### src/rtl/sysctl_pkg.sv
package sysctl_pkg;
  localparam int ADDR_W  = 16;
  localparam int DATA_W  = 8;
  localparam int CTL_W   = 4;
  localparam int NV_BANKS = 2;

  // decoded port addresses
  localparam logic [ADDR_W-1:0] P_RSTEND = 16'h0092;
  localparam logic [ADDR_W-1:0] P_CPUCFG = 16'h0800;
  localparam logic [ADDR_W-1:0] P_FEAT   = 16'h0802;
  localparam logic [ADDR_W-1:0] P_STAT   = 16'h0803;
  localparam logic [ADDR_W-1:0] P_LED    = 16'h0808;
  localparam logic [ADDR_W-1:0] P_EQUIP  = 16'h080C;
  localparam logic [ADDR_W-1:0] P_LOCK1  = 16'h0810;
  localparam logic [ADDR_W-1:0] P_LOCK2  = 16'h0812;
  localparam logic [ADDR_W-1:0] P_L2INV  = 16'h0814;
  localparam logic [ADDR_W-1:0] P_KEY    = 16'h0818;
  localparam logic [ADDR_W-1:0] P_CTL    = 16'h081C;
  localparam logic [ADDR_W-1:0] P_L2STAT = 16'h0823;
  localparam logic [ADDR_W-1:0] P_MAP    = 16'h0850;

  // fixed read values
  localparam logic [DATA_W-1:0] V_CPUCFG = 8'hEF;
  localparam logic [DATA_W-1:0] V_FEAT   = 8'hAD;
  localparam logic [DATA_W-1:0] V_STAT   = 8'hE0;
  localparam logic [DATA_W-1:0] V_EQUIP  = 8'h3C;
  localparam logic [DATA_W-1:0] V_XFEAT  = 8'h39;
  localparam logic [DATA_W-1:0] V_KEY    = 8'h00;
  localparam logic [DATA_W-1:0] V_L2STAT = 8'h03;
  localparam logic [DATA_W-1:0] V_NONE   = {DATA_W{1'b1}};

  typedef struct packed {
    logic rstend;
    logic cpucfg;
    logic feat;
    logic stat;
    logic led;
    logic equip;
    logic l2inv;
    logic key;
    logic ctl;
    logic l2stat;
    logic map;
    logic [NV_BANKS-1:0] lock;
  } port_hit_t;
endpackage

### src/rtl/sysctl_decode.sv
module sysctl_decode
  import sysctl_pkg::*;
(
  input  logic [ADDR_W-1:0] addr,
  output port_hit_t         hit,
  output logic              wr_known,
  output logic              rd_known
);
  localparam logic [NV_BANKS*ADDR_W-1:0] LOCK_PORTS = {P_LOCK2, P_LOCK1};

  always_comb begin
    hit.rstend = (addr == P_RSTEND);
    hit.cpucfg = (addr == P_CPUCFG);
    hit.feat   = (addr == P_FEAT);
    hit.stat   = (addr == P_STAT);
    hit.led    = (addr == P_LED);
    hit.equip  = (addr == P_EQUIP);
    hit.l2inv  = (addr == P_L2INV);
    hit.key    = (addr == P_KEY);
    hit.ctl    = (addr == P_CTL);
    hit.l2stat = (addr == P_L2STAT);
    hit.map    = (addr == P_MAP);
  end

  for (genvar b = 0; b < NV_BANKS; b++) begin : g_lock
    assign hit.lock[b] = (addr == LOCK_PORTS[b*ADDR_W +: ADDR_W]);
  end

  // ports accepting writes vs. ports answering reads
  assign wr_known = hit.rstend | hit.cpucfg | hit.feat | hit.stat | hit.led
                  | (|hit.lock) | hit.l2inv | hit.ctl | hit.map;
  assign rd_known = hit.rstend | hit.cpucfg | hit.feat | hit.stat | hit.equip
                  | hit.lock[0] | hit.l2inv | hit.key | hit.ctl | hit.l2stat
                  | hit.map;
endmodule

### src/rtl/sysctl_state.sv
module sysctl_state
  import sysctl_pkg::*;
(
  input  logic              clk,
  input  logic              rst,
  input  logic              wr_en,
  input  logic              rd_en,
  input  logic [DATA_W-1:0] wr_data,
  input  port_hit_t         hit,
  input  logic              wr_known,
  input  logic              rd_known,
  output logic              cpu_reset_q,
  output logic              endian_q,
  output logic              led_q,
  output logic [CTL_W-1:0]  ctl_q,
  output logic              map_q,
  output logic [NV_BANKS-1:0] lock_q,
  output logic              err_q
);
  always_ff @(posedge clk) begin
    if (rst) begin
      cpu_reset_q <= 1'b0;
      endian_q    <= 1'b0;
      led_q       <= 1'b0;
      ctl_q       <= '0;
      map_q       <= 1'b0;
      err_q       <= 1'b0;
    end else begin
      err_q <= (wr_en & ~wr_known) | (rd_en & ~rd_known);
      if (wr_en) begin
        if (hit.rstend) begin
          cpu_reset_q <= wr_data[0];
          endian_q    <= wr_data[1];
        end
        if (hit.led) led_q <= wr_data[0];
        if (hit.ctl) ctl_q <= wr_data[CTL_W-1:0];
        if (hit.map) map_q <= wr_data[0];
      end
    end
  end

  for (genvar b = 0; b < NV_BANKS; b++) begin : g_pulse
    always_ff @(posedge clk) begin
      if (rst) lock_q[b] <= 1'b0;
      else     lock_q[b] <= wr_en & hit.lock[b];
    end

    AST_LOCK_FROM_WRITE: assert property (@(posedge clk) disable iff (rst)
      lock_q[b] |-> $past(wr_en && hit.lock[b]));
  end

  AST_RESET_LEVEL_HELD: assert property (@(posedge clk) disable iff (rst)
    !(wr_en && hit.rstend) |=> $stable(cpu_reset_q));

  AST_LOCK_EXCLUSIVE: assert property (@(posedge clk) disable iff (rst)
    $onehot0(lock_q));

  AST_ERR_ONLY_UNDECODED: assert property (@(posedge clk) disable iff (rst)
    (wr_en && hit.l2inv && !rd_en) |=> !err_q);
endmodule

### src/rtl/sysctl_readmux.sv
module sysctl_readmux
  import sysctl_pkg::*;
(
  input  logic              clk,
  input  logic              rst,
  input  logic              rd_en,
  input  port_hit_t         hit,
  input  logic              rd_known,
  input  logic              endian_q,
  input  logic [CTL_W-1:0]  ctl_q,
  input  logic              map_q,
  output logic [DATA_W-1:0] rd_data
);
  logic [DATA_W-1:0] sel;

  always_comb begin
    sel = V_NONE;
    if (hit.rstend)      sel = DATA_W'({endian_q, 1'b0});
    else if (hit.cpucfg) sel = V_CPUCFG;
    else if (hit.feat)   sel = V_FEAT;
    else if (hit.stat)   sel = V_STAT;
    else if (hit.equip)  sel = V_EQUIP;
    else if (hit.lock[0]) sel = V_XFEAT;
    else if (hit.key)    sel = V_KEY;
    else if (hit.ctl)    sel = DATA_W'(ctl_q);
    else if (hit.l2stat) sel = V_L2STAT;
    else if (hit.map)    sel = DATA_W'(map_q);
  end

  always_ff @(posedge clk) begin
    if (rst)        rd_data <= '0;
    else if (rd_en) rd_data <= sel;
  end

  AST_RDATA_HOLD: assert property (@(posedge clk) disable iff (rst)
    !rd_en |=> $stable(rd_data));

  AST_UNDECODED_ONES: assert property (@(posedge clk) disable iff (rst)
    (rd_en && !rd_known) |=> (rd_data == V_NONE));
endmodule

### src/rtl/sysctl_regfile.sv
module sysctl_regfile
  import sysctl_pkg::*;
(
  input  logic              clk,
  input  logic              rst,
  input  logic              wr_en,
  input  logic              rd_en,
  input  logic [ADDR_W-1:0] addr,
  input  logic [DATA_W-1:0] wr_data,
  output logic [DATA_W-1:0] rd_data,
  output logic              cpu_reset_o,
  output logic              little_endian_o,
  output logic              disk_led_o,
  output logic [CTL_W-1:0]  sysctl_o,
  output logic              map_mode_o,
  output logic [NV_BANKS-1:0] nv_lock_o,
  output logic              addr_err_o
);
  port_hit_t hit;
  logic      wr_known;
  logic      rd_known;

  sysctl_decode u_decode (
    .addr     (addr),
    .hit      (hit),
    .wr_known (wr_known),
    .rd_known (rd_known)
  );

  sysctl_state u_state (
    .clk         (clk),
    .rst         (rst),
    .wr_en       (wr_en),
    .rd_en       (rd_en),
    .wr_data     (wr_data),
    .hit         (hit),
    .wr_known    (wr_known),
    .rd_known    (rd_known),
    .cpu_reset_q (cpu_reset_o),
    .endian_q    (little_endian_o),
    .led_q       (disk_led_o),
    .ctl_q       (sysctl_o),
    .map_q       (map_mode_o),
    .lock_q      (nv_lock_o),
    .err_q       (addr_err_o)
  );

  sysctl_readmux u_readmux (
    .clk      (clk),
    .rst      (rst),
    .rd_en    (rd_en),
    .hit      (hit),
    .rd_known (rd_known),
    .endian_q (little_endian_o),
    .ctl_q    (sysctl_o),
    .map_q    (map_mode_o),
    .rd_data  (rd_data)
  );

  AST_MAP_FOLLOWS_WRITE: assert property (@(posedge clk) disable iff (rst)
    (wr_en && addr == P_MAP) |=> (map_mode_o == $past(wr_data[0])));
endmodule

### config.mk
export PLATFORM = sky130hd
export DESIGN_NAME = sysctl_regfile
export DESIGN_NICKNAME = d
export VERILOG_FILES = /design/src/rtl/sysctl_pkg.sv /design/src/rtl/sysctl_decode.sv /design/src/rtl/sysctl_state.sv /design/src/rtl/sysctl_readmux.sv /design/src/rtl/sysctl_regfile.sv
export SDC_FILE = /design/constraint.sdc
export NUM_CORES = 1
export LEC_CHECK = 0
export BUFFER_PORTS_ARGS = -buffer_cell sky130_fd_sc_hd__buf_4
export CAP_MARGIN = 0
export CORE_MARGIN = 2
export CORE_UTILIZATION = 40
export CTS_BUF_LIST = sky130_fd_sc_hd__clkbuf_4
export DETAILED_ROUTE_END_ITERATION = 6
export PLACE_DENSITY = 0.67
export SLEW_MARGIN = 40
export SYNTH_ARGS = -nofsm -noshare
export SYNTH_HDL_FRONTEND = slang
export SYNTH_HIERARCHICAL = 1
export SYNTH_SLANG_ARGS = --single-unit
### constraint.sdc
create_clock -name clk -period 2.9 [get_ports clk]
set_input_delay 0.145 -clock clk [delete_from_list [all_inputs] [get_ports clk]]
set_output_delay 0.145 -clock clk [all_outputs]
set_load 0.01 [all_outputs]
==> flow_results.xml, run 1 <==
<?xml version="1.0" encoding="UTF-8"?>
<metrics>
  <group name="run_status">
    <metric name="run_status" unit="">finished, final reports clean</metric>
  </group>
  <group name="finish">
    <metric name="share_of_layout_cells_above_drive_strength_1" unit="%">35.4</metric>
    <metric name="fillers" unit="">300</metric>
    <metric name="post_layout_nets" unit="">224</metric>
    <metric name="layout.cells.non_filler" unit="">239</metric>
    <metric name="antenna-diode-count" unit="">0</metric>
    <metric name="finalCoreUtilization" unit="%">54.2</metric>
    <metric name="area_growth_syn_to_layout" unit="%">29.9</metric>
  </group>
  <group name="power_and_ir_drop">
    <metric name="peakVddDrop" unit="mV">0.280</metric>
    <metric name="pwr_density_cell" unit="nW/µm²">307</metric>
    <metric name="total_power" unit="W">0.000504</metric>
    <metric name="leakagePower" unit="nW">0.663</metric>
  </group>
  <group name="global_route">
    <metric name="grt_remaining_overflow" unit="">0</metric>
    <metric name="vias_in_the_first_global_route" unit="">1186</metric>
    <metric name="grt_pass1_wl" unit="µm">5280</metric>
    <metric name="grt.total_usage" unit="%">18.9</metric>
    <metric name="pin_count_of_the_biggest_net_entering_global_routing" unit="">22</metric>
    <metric name="initial_antenna_violation_count" unit="">0</metric>
  </group>
  <group name="worst_setup_path">
    <metric name="critical_path.startpoint_type" unit="">primary input</metric>
    <metric name="worst_ep_arrival_time" unit="ps">2700</metric>
    <metric name="timing_worst_setup_path_type" unit="">in -&gt; reg</metric>
    <metric name="critical_path_required" unit="ps">3140</metric>
    <metric name="reg2reg_depth" unit="">4</metric>
    <metric name="worstPathMaxFanout" unit="">6</metric>
    <metric name="critical_path_capture_point_type" unit="">register</metric>
  </group>
  <group name="placed_design">
    <metric name="post-place-cells" unit="">235</metric>
    <metric name="buffer_ports.inserted" unit="">42</metric>
    <metric name="gp_congestion" unit="">0.820</metric>
    <metric name="detailedPlacementHpwl" unit="µm">2440</metric>
  </group>
  <group name="cts">
    <metric name="cts_bufs_inserted" unit="">3</metric>
    <metric name="tritoncts" unit="">done</metric>
    <metric name="clock_path_buffers" unit="">2</metric>
    <metric name="number_of_post_cts_setup_repair_buffers" unit="">0</metric>
    <metric name="root_buffer" unit="">clkbuf_4</metric>
    <metric name="cts.sinks" unit="">19</metric>
    <metric name="cts_resized" unit="">0</metric>
    <metric name="clk_latency_worst_skew_pair" unit="ps">300</metric>
    <metric name="htree_num_levels" unit="">1</metric>
    <metric name="cts-hold-fix-buffers" unit="">0</metric>
    <metric name="cts.reportedPaths.clkPinSlew" unit="ps">100</metric>
  </group>
  <group name="timing">
    <metric name="grt_setup_unrepaired" unit="">false</metric>
    <metric name="worst_slew_margin_relative_to_its_limit" unit="%">66.2</metric>
    <metric name="timing.clock.skew" unit="ps">3.84</metric>
    <metric name="final.hold.worst_slack" unit="ps">104</metric>
    <metric name="clock_period_minus_worst_slack" unit="ps">2460</metric>
    <metric name="hold_viol_final" unit="">0</metric>
    <metric name="tightest_slew" unit="ps">505</metric>
    <metric name="final-max-slew-violation-count" unit="">0</metric>
    <metric name="fin_setup_tns" unit="ps">0</metric>
    <metric name="fmaxAchievable" unit="MHz">406</metric>
    <metric name="finalSetupViolCount" unit="">0</metric>
    <metric name="min_period_over_period" unit="%">84.9</metric>
  </group>
  <group name="yosys">
    <metric name="synth_cells" unit="">154</metric>
    <metric name="synth_area_per_cell" unit="µm²">8.21</metric>
    <metric name="synth_warnings" unit="">6</metric>
    <metric name="post_synth_instance_area" unit="µm²">1260</metric>
    <metric name="syn-num-nets" unit="">182</metric>
  </group>
  <group name="route">
    <metric name="wirelength" unit="µm">3110</metric>
    <metric name="viasPerCell" unit="">5.34</metric>
    <metric name="route.vias.total" unit="">1277</metric>
    <metric name="drt_pass1_iterations" unit="">4</metric>
    <metric name="drc" unit="">0</metric>
    <metric name="drt_iter0_drc" unit="">45</metric>
    <metric name="avgRoutedWirePerCell" unit="µm">13.0</metric>
    <metric name="final_antenna_net_count" unit="">0</metric>
  </group>
  <group name="floorplanning">
    <metric name="ios" unit="">47</metric>
    <metric name="floorplan.die.width" unit="µm">60.2</metric>
    <metric name="core.rowCount" unit="">20</metric>
    <metric name="placeableCoreArea" unit="µm²">3030</metric>
    <metric name="start_util" unit="%">41.7</metric>
    <metric name="fp.dieH" unit="µm">60.2</metric>
    <metric name="die-area" unit="µm²">3620</metric>
  </group>
  <group name="min_path">
    <metric name="hold_path.class" unit="">in -&gt; reg</metric>
    <metric name="hold_depth" unit="">3</metric>
  </group>
  <group name="job">
    <metric name="maxCapViolCount" unit="">0</metric>
  </group>
</metrics>
power by group:
group / internal, W / switching, W / total (W)
registers: 0.000269 / 0.00000360 / 0.000273
logic: 0.0000474 / 0.0000421 / 0.0000895
clock network: 0.0000630 / 0.0000786 / 0.000142
worst paths after layout:
kind | start | to | slack, ps
min | wr_data[2] | u_state/ctl_q[2]$_SDFFE_PP0P_ | 100
min reg2reg | u_readmux/rd_data[2]$_SDFFE_PP0P_ | u_readmux/rd_data[2]$_SDFFE_PP0P_ | 480
max reg2reg | u_state/ctl_q[3]$_SDFFE_PP0P_ | u_readmux/rd_data[3]$_SDFFE_PP0P_ | 1760
max | addr[13] | u_readmux/rd_data[2]$_SDFFE_PP0P_ | 440
area by class of cell:
| class | count | area [µm²] | share of cell area, % |
|---|---|---|---|
| Multi-Input combinational cell | 122 | 812 | 49.5 |
| Sequential cell | 19 | 380 | 23.2 |
| Timing Repair Buffer | 47 | 353 | 21.5 |
| Tap cell | 44 | 55.1 | 3.35 |
| Clock buffer | 4 | 30.0 | 1.83 |
| Inverter | 3 | 11.3 | 0.686 |
critical path, stage by stage:
cell	delay, ps
buf_4	110
or4_4	530
or3_4	400
or3_1	430
nor2_1	340
o21ba_2	220
a211oi_1	270
o31ai_1	100
a21oi_1	150
placed cells by master (no fill, tap or decap), drive strengths merged, types with 5 or more instances in the layout:
master  count
buf        47
dfxtp      19
nor2       18
nand2b     14
a21oi      13
nor3        8
nor2b       7
nand3       6
or3         6
a211oi      5
nand2       5
routing by layer:
| metal | vias to the layer above | wire (µm) | track usage, % |
|---|---|---|---|
| li1 | 646 | - | - |
| met1 | 585 | 1360 | 23.5 |
| met2 | 38 | 1520 | 32.0 |
| met3 | 8 | 175 | 4.76 |
| met4 | 0 | 55 | 5.71 |
| met5 | - | 0 | 0 |
stage by stage:
step	setup WS (ps)	cell area, µm²
final	436	1640
after detailed placement	165	1610
after CTS	467	1640
after global placement	206	1610
after floorplan	234	1260
after global routing	237	1640
state kept, by name (all words and copies together) (netlist names):
signal	count
u_readmux/rd_data	8
u_state/cpu_reset_q	1
u_state/map_q	1
u_state/led_q	1
u_state/err_q	1
u_state/endian_q	1
u_state/lock_q	2
u_state/ctl_q	4
(Power assumes the default switching activity.)
==> inputs of run 2 (changes only) <==
--- a/config.mk
+++ b/config.mk
@@ -5,6 +5,7 @@
 export SDC_FILE = /design/constraint.sdc
 export NUM_CORES = 1
 export LEC_CHECK = 0
+export ABC_AREA = 1
 export BUFFER_PORTS_ARGS = -buffer_cell sky130_fd_sc_hd__buf_4
 export CAP_MARGIN = 0
 export CORE_MARGIN = 2
==> constraint.sdc (replaced) <==
create_clock -name clk -period 2.3 [get_ports clk]
set_input_delay 0.115 -clock clk [delete_from_list [all_inputs] [get_ports clk]]
set_output_delay 0.115 -clock clk [all_outputs]
set_load 0.01 [all_outputs]
==> run 2 against run 1 <==
Sequential share of layout area decreased by 0.40 points. Flip-flop and latch count did not move. Largest cell class unchanged. Critical path depth up 2. Critical endpoint is now u_readmux/rd_data[5]$_SDFFE_PP0P_. Sequential power rose by 26%. Register-to-register slack worse by 440 ps. Wire length is 10% lower. Design area increased by 1.8%.
==> flow_results.xml, run 2 <==
<?xml version="1.0" encoding="UTF-8"?>
<metrics>
  <group name="timing">
    <metric name="final.hold.worst_slack" unit="ps">34.5</metric>
    <metric name="hold_viol_final" unit="">0</metric>
    <metric name="post-route-worst-setup-slack" unit="ps">750</metric>
    <metric name="final-max-slew-violation-count" unit="">0</metric>
    <metric name="grt_setup_unrepaired" unit="">false</metric>
    <metric name="fmaxAchievable" unit="MHz">645</metric>
    <metric name="min_period_over_period" unit="%">67.4</metric>
    <metric name="fin_setup_tns" unit="ps">0</metric>
    <metric name="worst_slew_margin_relative_to_its_limit" unit="%">73.2</metric>
    <metric name="tightest_slew" unit="ps">402</metric>
    <metric name="finalSetupViolCount" unit="">0</metric>
    <metric name="clock_period_minus_worst_slack" unit="ps">1550</metric>
    <metric name="timing.clock.skew" unit="ps">0.853</metric>
  </group>
  <group name="finish">
    <metric name="multi_input_area" unit="µm²">724</metric>
    <metric name="stdcell_area" unit="µm²">1670</metric>
    <metric name="share_of_layout_cells_above_drive_strength_1" unit="%">20.7</metric>
    <metric name="final_cell_mix" unit="">nand2_1 (77), nor2_1 (53), buf_4 (42), inv_1 (42), dfxtp_1 (19)</metric>
    <metric name="fillers" unit="">338</metric>
    <metric name="layout.cells.non_filler" unit="">320</metric>
    <metric name="number_of_flip_flops_in_the_largest_register" unit="">8</metric>
    <metric name="post_layout_nets" unit="">305</metric>
    <metric name="top_register" unit="">u_readmux/rd_data</metric>
    <metric name="area_growth_syn_to_layout" unit="%">30.0</metric>
    <metric name="seq_area" unit="µm²">380</metric>
    <metric name="antenna-diode-count" unit="">0</metric>
    <metric name="mostFrequentLayoutCell" unit="">nand2_1</metric>
    <metric name="layout_top_registers" unit="">u_readmux/rd_data: 8 flops, u_state/ctl_q: 4 flops, u_state/lock_q: 2 flops</metric>
  </group>
  <group name="cts">
    <metric name="htree_num_levels" unit="">1</metric>
    <metric name="cts-hold-fix-buffers" unit="">0</metric>
    <metric name="root_buffer" unit="">clkbuf_4</metric>
    <metric name="cts_resized" unit="">0</metric>
    <metric name="tritoncts" unit="">done</metric>
    <metric name="cts.sinks" unit="">19</metric>
    <metric name="number_of_post_cts_setup_repair_buffers" unit="">0</metric>
    <metric name="clock_path_buffers" unit="">2</metric>
    <metric name="cts_bufs_inserted" unit="">3</metric>
    <metric name="clk_latency_worst_skew_pair" unit="ps">300</metric>
    <metric name="cts.reportedPaths.clkPinSlew" unit="ps">100</metric>
  </group>
  <group name="global_route">
    <metric name="grt_pass1_wl" unit="µm">4730</metric>
    <metric name="grt_remaining_overflow" unit="">0</metric>
    <metric name="grt.total_usage" unit="%">16.7</metric>
    <metric name="initial_antenna_violation_count" unit="">0</metric>
    <metric name="vias_in_the_first_global_route" unit="">1174</metric>
    <metric name="pin_count_of_the_biggest_net_entering_global_routing" unit="">13</metric>
  </group>
  <group name="route">
    <metric name="drc" unit="">0</metric>
    <metric name="drt_pass1_iterations" unit="">4</metric>
    <metric name="drt_iter0_drc" unit="">40</metric>
    <metric name="route.vias.total" unit="">1369</metric>
    <metric name="wirelength" unit="µm">2800</metric>
    <metric name="final_antenna_net_count" unit="">0</metric>
    <metric name="avgRoutedWirePerCell" unit="µm">8.74</metric>
    <metric name="viasPerCell" unit="">4.28</metric>
  </group>
  <group name="placed_design">
    <metric name="gp_congestion" unit="">0.814</metric>
    <metric name="detailedPlacementHpwl" unit="µm">2290</metric>
    <metric name="post-place-cells" unit="">316</metric>
    <metric name="placement.setup.worst_slack" unit="ps">429</metric>
    <metric name="detailed_place.area" unit="µm²">1640</metric>
    <metric name="buffer_ports.inserted" unit="">42</metric>
  </group>
  <group name="yosys">
    <metric name="synth_cells" unit="">232</metric>
    <metric name="post_synth_instance_area" unit="µm²">1280</metric>
    <metric name="synth_area_per_cell" unit="µm²">5.54</metric>
    <metric name="syn-num-nets" unit="">260</metric>
    <metric name="synth_warnings" unit="">6</metric>
  </group>
  <group name="power_and_ir_drop">
    <metric name="leakagePower" unit="nW">1.02</metric>
    <metric name="p_int" unit="W">0.000471</metric>
    <metric name="power.combinational.fraction" unit="%">16.2</metric>
    <metric name="peakVddDrop" unit="mV">0.221</metric>
    <metric name="clock_power_share" unit="%">28.9</metric>
    <metric name="switching_share" unit="%">24.9</metric>
    <metric name="pwr_density_cell" unit="nW/µm²">375</metric>
    <metric name="p_switching" unit="W">0.000156</metric>
    <metric name="sequentialPowerShare" unit="%">55.0</metric>
  </group>
  <group name="floorplanning">
    <metric name="floorplan.die.width" unit="µm">60.7</metric>
    <metric name="start_util" unit="%">42.1</metric>
    <metric name="die-area" unit="µm²">3680</metric>
    <metric name="fp.dieH" unit="µm">60.7</metric>
    <metric name="placeableCoreArea" unit="µm²">3050</metric>
    <metric name="ios" unit="">47</metric>
    <metric name="core.rowCount" unit="">20</metric>
  </group>
  <group name="run_status">
    <metric name="run_status" unit="">finished, final reports clean</metric>
  </group>
  <group name="min_path">
    <metric name="hold_path.class" unit="">in -&gt; reg</metric>
  </group>
  <group name="worst_setup_path">
    <metric name="worst_ep_arrival_time" unit="ps">1740</metric>
    <metric name="critical_path_capture_point_type" unit="">register</metric>
    <metric name="critical_path.startpoint_type" unit="">primary input</metric>
    <metric name="worstPathMaxFanout" unit="">12</metric>
    <metric name="critical_path_required" unit="ps">2490</metric>
    <metric name="timing_worst_setup_path_type" unit="">in -&gt; reg</metric>
    <metric name="r2r_setup_slack" unit="ps">1320</metric>
  </group>
  <group name="job">
    <metric name="maxCapViolCount" unit="">0</metric>
  </group>
</metrics>
==> run 2: path summary, 6_finish.rpt <==
path | startpoint | endpoint | depth (start not counted)
worst max register to register | u_state/ctl_q[0]$_SDFFE_PP0P_ | u_readmux/rd_data[0]$_SDFFE_PP0P_ | 8
worst min register to register | u_readmux/rd_data[7]$_SDFFE_PP0P_ | u_readmux/rd_data[7]$_SDFFE_PP0P_ | 2
worst min-delay path | wr_data[3] | u_state/ctl_q[3]$_SDFFE_PP0P_ | 3
worst max-delay path | addr[9] | u_readmux/rd_data[5]$_SDFFE_PP0P_ | 11
==> run 2: final cells by class <==
class | instances | area share [%]
Clock buffer | 4 | 1.80
Inverter | 44 | 9.89
Multi-Input combinational cell | 167 | 43.4
Sequential cell | 19 | 22.8
Tap cell | 44 | 3.30
Timing Repair Buffer | 42 | 18.9
==> run 2: power groups by stage <==
stage / sequential [W] / combinational, W / clock (W)
final: 0.000344 / 0.000101 / 0.000181
after global routing: 0.000346 / 0.000115 / 0.000201
after CTS: 0.000344 / 0.000102 / 0.000189
after detailed placement: 0.000352 / 0.000102 / 0
after global placement: 0.000352 / 0.000101 / 0
after floorplan: 0.000357 / 0.0000375 / 0
==> run 2: through the flow <==
| step | power (W) | util, % |
|---|---|---|
| floorplan | 0.000395 | - |
| global placement | 0.000453 | 53.7 |
| detailed placement | 0.000454 | 53.7 |
| CTS | 0.000636 | 54.7 |
| global route | 0.000662 | 54.7 |
| finish | 0.000626 | 54.7 |
==> run 2: layer usage <==
metal  GRT usage (%)  share of wire [%]  vias to the layer above
met4            3.73               0.82                        0
met5               0                  0                        -
met2            27.3                 45                       27
li1                -                  -                      776
met3            3.84                4.4                        4
met1            22.5                 50                      562
==> run 2: worst max-delay path: stages <==
cell and delay [ps]:
buf_4 110, nor2_1 140, nand2_1 80, nor2_2 320, nand2_1 100, nor2_1 290, nor2_1 70, nand2_1 120
nand2_1 80, o31ai_1 210, a21oi_1 100
==> inputs of run 3 (changes only) <==
--- a/config.mk
+++ b/config.mk
@@ -5,7 +5,7 @@
 export SDC_FILE = /design/constraint.sdc
 export NUM_CORES = 1
 export LEC_CHECK = 0
-export ABC_AREA = 1
+export ABC_AREA = 0
 export BUFFER_PORTS_ARGS = -buffer_cell sky130_fd_sc_hd__buf_4
 export CAP_MARGIN = 0
 export CORE_MARGIN = 2
==> constraint.sdc (replaced) <==
create_clock -name clk -period 1.5 [get_ports clk]
set_input_delay 0.075 -clock clk [delete_from_list [all_inputs] [get_ports clk]]
set_output_delay 0.075 -clock clk [all_outputs]
set_load 0.01 [all_outputs]
==> run 3 against run 2 <==
The run now ends with setup timing left. Wire length increased by 39%. Worst hold slack got worse by 14 ps. Cell count decreased by 14%. Sequential power increased by 53%. Count of clock-buffer cells in the layout decreased by 1. First-iteration DRC count increased by 65%. Critical path depth decreased by 2. Critical endpoint is now u_readmux/rd_data[2]$_SDFFE_PP0P_. Largest power group unchanged.
==> flow_results.xml, run 3 (same netlist as run 1, synthesis figures left out) <==
<?xml version="1.0" encoding="UTF-8"?>
<metrics>
  <group name="timing">
    <metric name="finalSetupViolCount" unit="">16</metric>
    <metric name="worst_slew_margin_relative_to_its_limit" unit="%">65.4</metric>
    <metric name="post-route-worst-setup-slack" unit="ps">-512</metric>
    <metric name="fmaxAchievable" unit="MHz">497</metric>
    <metric name="hold_viol_final" unit="">0</metric>
    <metric name="final-max-slew-violation-count" unit="">0</metric>
    <metric name="grt_setup_unrepaired" unit="">true</metric>
    <metric name="timing.clock.skew" unit="ps">3.44</metric>
    <metric name="tightest_slew" unit="ps">506</metric>
    <metric name="fin_setup_tns" unit="ps">-5460</metric>
    <metric name="final.hold.worst_slack" unit="ps">20.1</metric>
    <metric name="clock_period_minus_worst_slack" unit="ps">2010</metric>
    <metric name="min_period_over_period" unit="%">134</metric>
  </group>
  <group name="worst_setup_path">
    <metric name="worst_path_largest_cell_delay" unit="ps">530</metric>
    <metric name="critical_path.startpoint_type" unit="">primary input</metric>
    <metric name="timing.critical_path.cells" unit="">buf_6 -&gt; or4_4 -&gt; or3_4 -&gt; or3_4 -&gt; nor2_4 -&gt; o21ba_4 -&gt; a211oi_2 -&gt; o31ai_1 -&gt; a21oi_1</metric>
    <metric name="worst_ep_arrival_time" unit="ps">2250</metric>
    <metric name="timing_worst_setup_path_type" unit="">in -&gt; reg</metric>
    <metric name="crit_slowest_cell" unit="">or4_4</metric>
    <metric name="critical_path_capture_point_type" unit="">register</metric>
    <metric name="worstPathMaxFanout" unit="">6</metric>
    <metric name="timing.critical_path.mode_cell" unit="">or3_4</metric>
    <metric name="critical_path_required" unit="ps">1740</metric>
  </group>
  <group name="floorplanning">
    <metric name="start_util" unit="%">41.7</metric>
    <metric name="placeableCoreArea" unit="µm²">3030</metric>
    <metric name="core.rowCount" unit="">20</metric>
    <metric name="ios" unit="">47</metric>
    <metric name="die-area" unit="µm²">3620</metric>
    <metric name="fp.dieH" unit="µm">60.2</metric>
    <metric name="floorplan.die.width" unit="µm">60.2</metric>
  </group>
  <group name="route">
    <metric name="drt_iter0_drc" unit="">66</metric>
    <metric name="final_antenna_net_count" unit="">0</metric>
    <metric name="drt_pass1_iterations" unit="">4</metric>
    <metric name="avgRoutedWirePerCell" unit="µm">14.2</metric>
    <metric name="drc" unit="">0</metric>
    <metric name="route.vias.total" unit="">1434</metric>
    <metric name="wirelength" unit="µm">3880</metric>
    <metric name="viasPerCell" unit="">5.23</metric>
  </group>
  <group name="global_route">
    <metric name="grt_pass1_wl" unit="µm">6350</metric>
    <metric name="grt_remaining_overflow" unit="">0</metric>
    <metric name="initial_antenna_violation_count" unit="">0</metric>
    <metric name="pin_count_of_the_biggest_net_entering_global_routing" unit="">22</metric>
    <metric name="vias_in_the_first_global_route" unit="">1384</metric>
    <metric name="grt.total_usage" unit="%">22.9</metric>
  </group>
  <group name="power_and_ir_drop">
    <metric name="total_power" unit="W">0.00101</metric>
    <metric name="pwr_density_cell" unit="nW/µm²">483</metric>
    <metric name="peakVddDrop" unit="mV">0.428</metric>
    <metric name="leakagePower" unit="nW">0.872</metric>
  </group>
  <group name="finish">
    <metric name="top_register" unit="">u_readmux/rd_data</metric>
    <metric name="fillers" unit="">257</metric>
    <metric name="seq_area" unit="µm²">380</metric>
    <metric name="number_of_flip_flops_in_the_largest_register" unit="">8</metric>
    <metric name="mostFrequentLayoutCell" unit="">buf_4</metric>
    <metric name="multi_input_area" unit="µm²">952</metric>
    <metric name="final_cell_mix" unit="">buf_4 (72), dfxtp_1 (19), nand2b_1 (14), nor2_1 (12), buf_6 (9)</metric>
    <metric name="antenna-diode-count" unit="">0</metric>
    <metric name="share_of_layout_cells_above_drive_strength_1" unit="%">54.8</metric>
    <metric name="layout_top_registers" unit="">u_readmux/rd_data: 8 flops, u_state/ctl_q: 4 flops, u_state/lock_q: 2 flops</metric>
    <metric name="finalCoreUtilization" unit="%">69.0</metric>
    <metric name="post_layout_nets" unit="">259</metric>
    <metric name="area_growth_syn_to_layout" unit="%">65.2</metric>
  </group>
  <group name="cts">
    <metric name="cts.reportedPaths.clkPinSlew" unit="ps">110</metric>
    <metric name="cts-hold-fix-buffers" unit="">0</metric>
    <metric name="htree_num_levels" unit="">1</metric>
    <metric name="cts_bufs_inserted" unit="">3</metric>
    <metric name="root_buffer" unit="">clkbuf_4</metric>
    <metric name="tritoncts" unit="">done</metric>
    <metric name="clk_latency_worst_skew_pair" unit="ps">300</metric>
    <metric name="clock_path_buffers" unit="">2</metric>
    <metric name="cts.sinks" unit="">19</metric>
  </group>
  <group name="run_status">
    <metric name="violations" unit="">setup timing</metric>
    <metric name="run_status" unit="">finished, violations left</metric>
  </group>
  <group name="placed_design">
    <metric name="placement.setup.worst_slack" unit="ps">-902</metric>
    <metric name="gp_congestion" unit="">0.891</metric>
    <metric name="detailedPlacementHpwl" unit="µm">2860</metric>
    <metric name="buffer_ports.inserted" unit="">42</metric>
  </group>
  <group name="job">
    <metric name="maxCapViolCount" unit="">0</metric>
  </group>
  <group name="min_path">
    <metric name="hold_path.class" unit="">in -&gt; reg</metric>
  </group>
</metrics>
run 3: report_power, final:
part | switching, W | internal [W]
Clock | 0.000163 | 0.0000995
Sequential | 0.00000738 | 0.000520
Combinational | 0.0000994 | 0.000119
Total | 0.000270 | 0.000739
run 3: final cells by class:
cell class / instances / area share [%]
Tap cell: 44 / 2.64
Clock inverter: 1 / 0.240
Timing Repair Buffer: 82 / 31.7
Sequential cell: 19 / 18.2
Inverter: 3 / 0.539
Multi-Input combinational cell: 122 / 45.6
Clock buffer: 3 / 1.08
run 3: final timing paths:
path | slack (ps) | end | startpoint | cells after the start
setup / recovery | -510 | u_readmux/rd_data[2]$_SDFFE_PP0P_ | addr[13] | 9
hold / removal | 20 | u_state/ctl_q[2]$_SDFFE_PP0P_ | wr_data[2] | 3
setup reg to reg | 340 | u_readmux/rd_data[3]$_SDFFE_PP0P_ | u_state/ctl_q[3]$_SDFFE_PP0P_ | 4
hold reg to reg | 480 | u_readmux/rd_data[5]$_SDFFE_PP0P_ | u_readmux/rd_data[5]$_SDFFE_PP0P_ | 2
run 3: routing by layer:
layer	global-route usage [%]	wire (µm)	vias up
met2	38.4	1930	30
met3	3.90	126	4
met4	3.81	17	0
met5	0	0	-
met1	31.1	1810	685
li1	-	-	715
run 3: critical path: cells and delay by family:
kind	cells	cell delay, ps
simple gates	4	1510
compound gates	4	580
buf+inv	1	90
run 3: what timing repair did:
| item | in CTS | in global routing |
|---|---|---|
| gates resized for setup | 15 | 6 |
| setup endpoints to repair | 17 | 17 |
| setup buffers | 5 | 3 |
| pin swaps | 10 | 7 |
run 3: stage by stage:
| step | cell area, µm² | std cells |
|---|---|---|
| final | 2090 | 274 |
| after global routing | 2090 | 274 |
| after CTS | 2030 | 272 |
| after detailed placement | 1900 | 263 |
| after global placement | 1900 | 263 |
| after floorplan | 1350 | 154 |
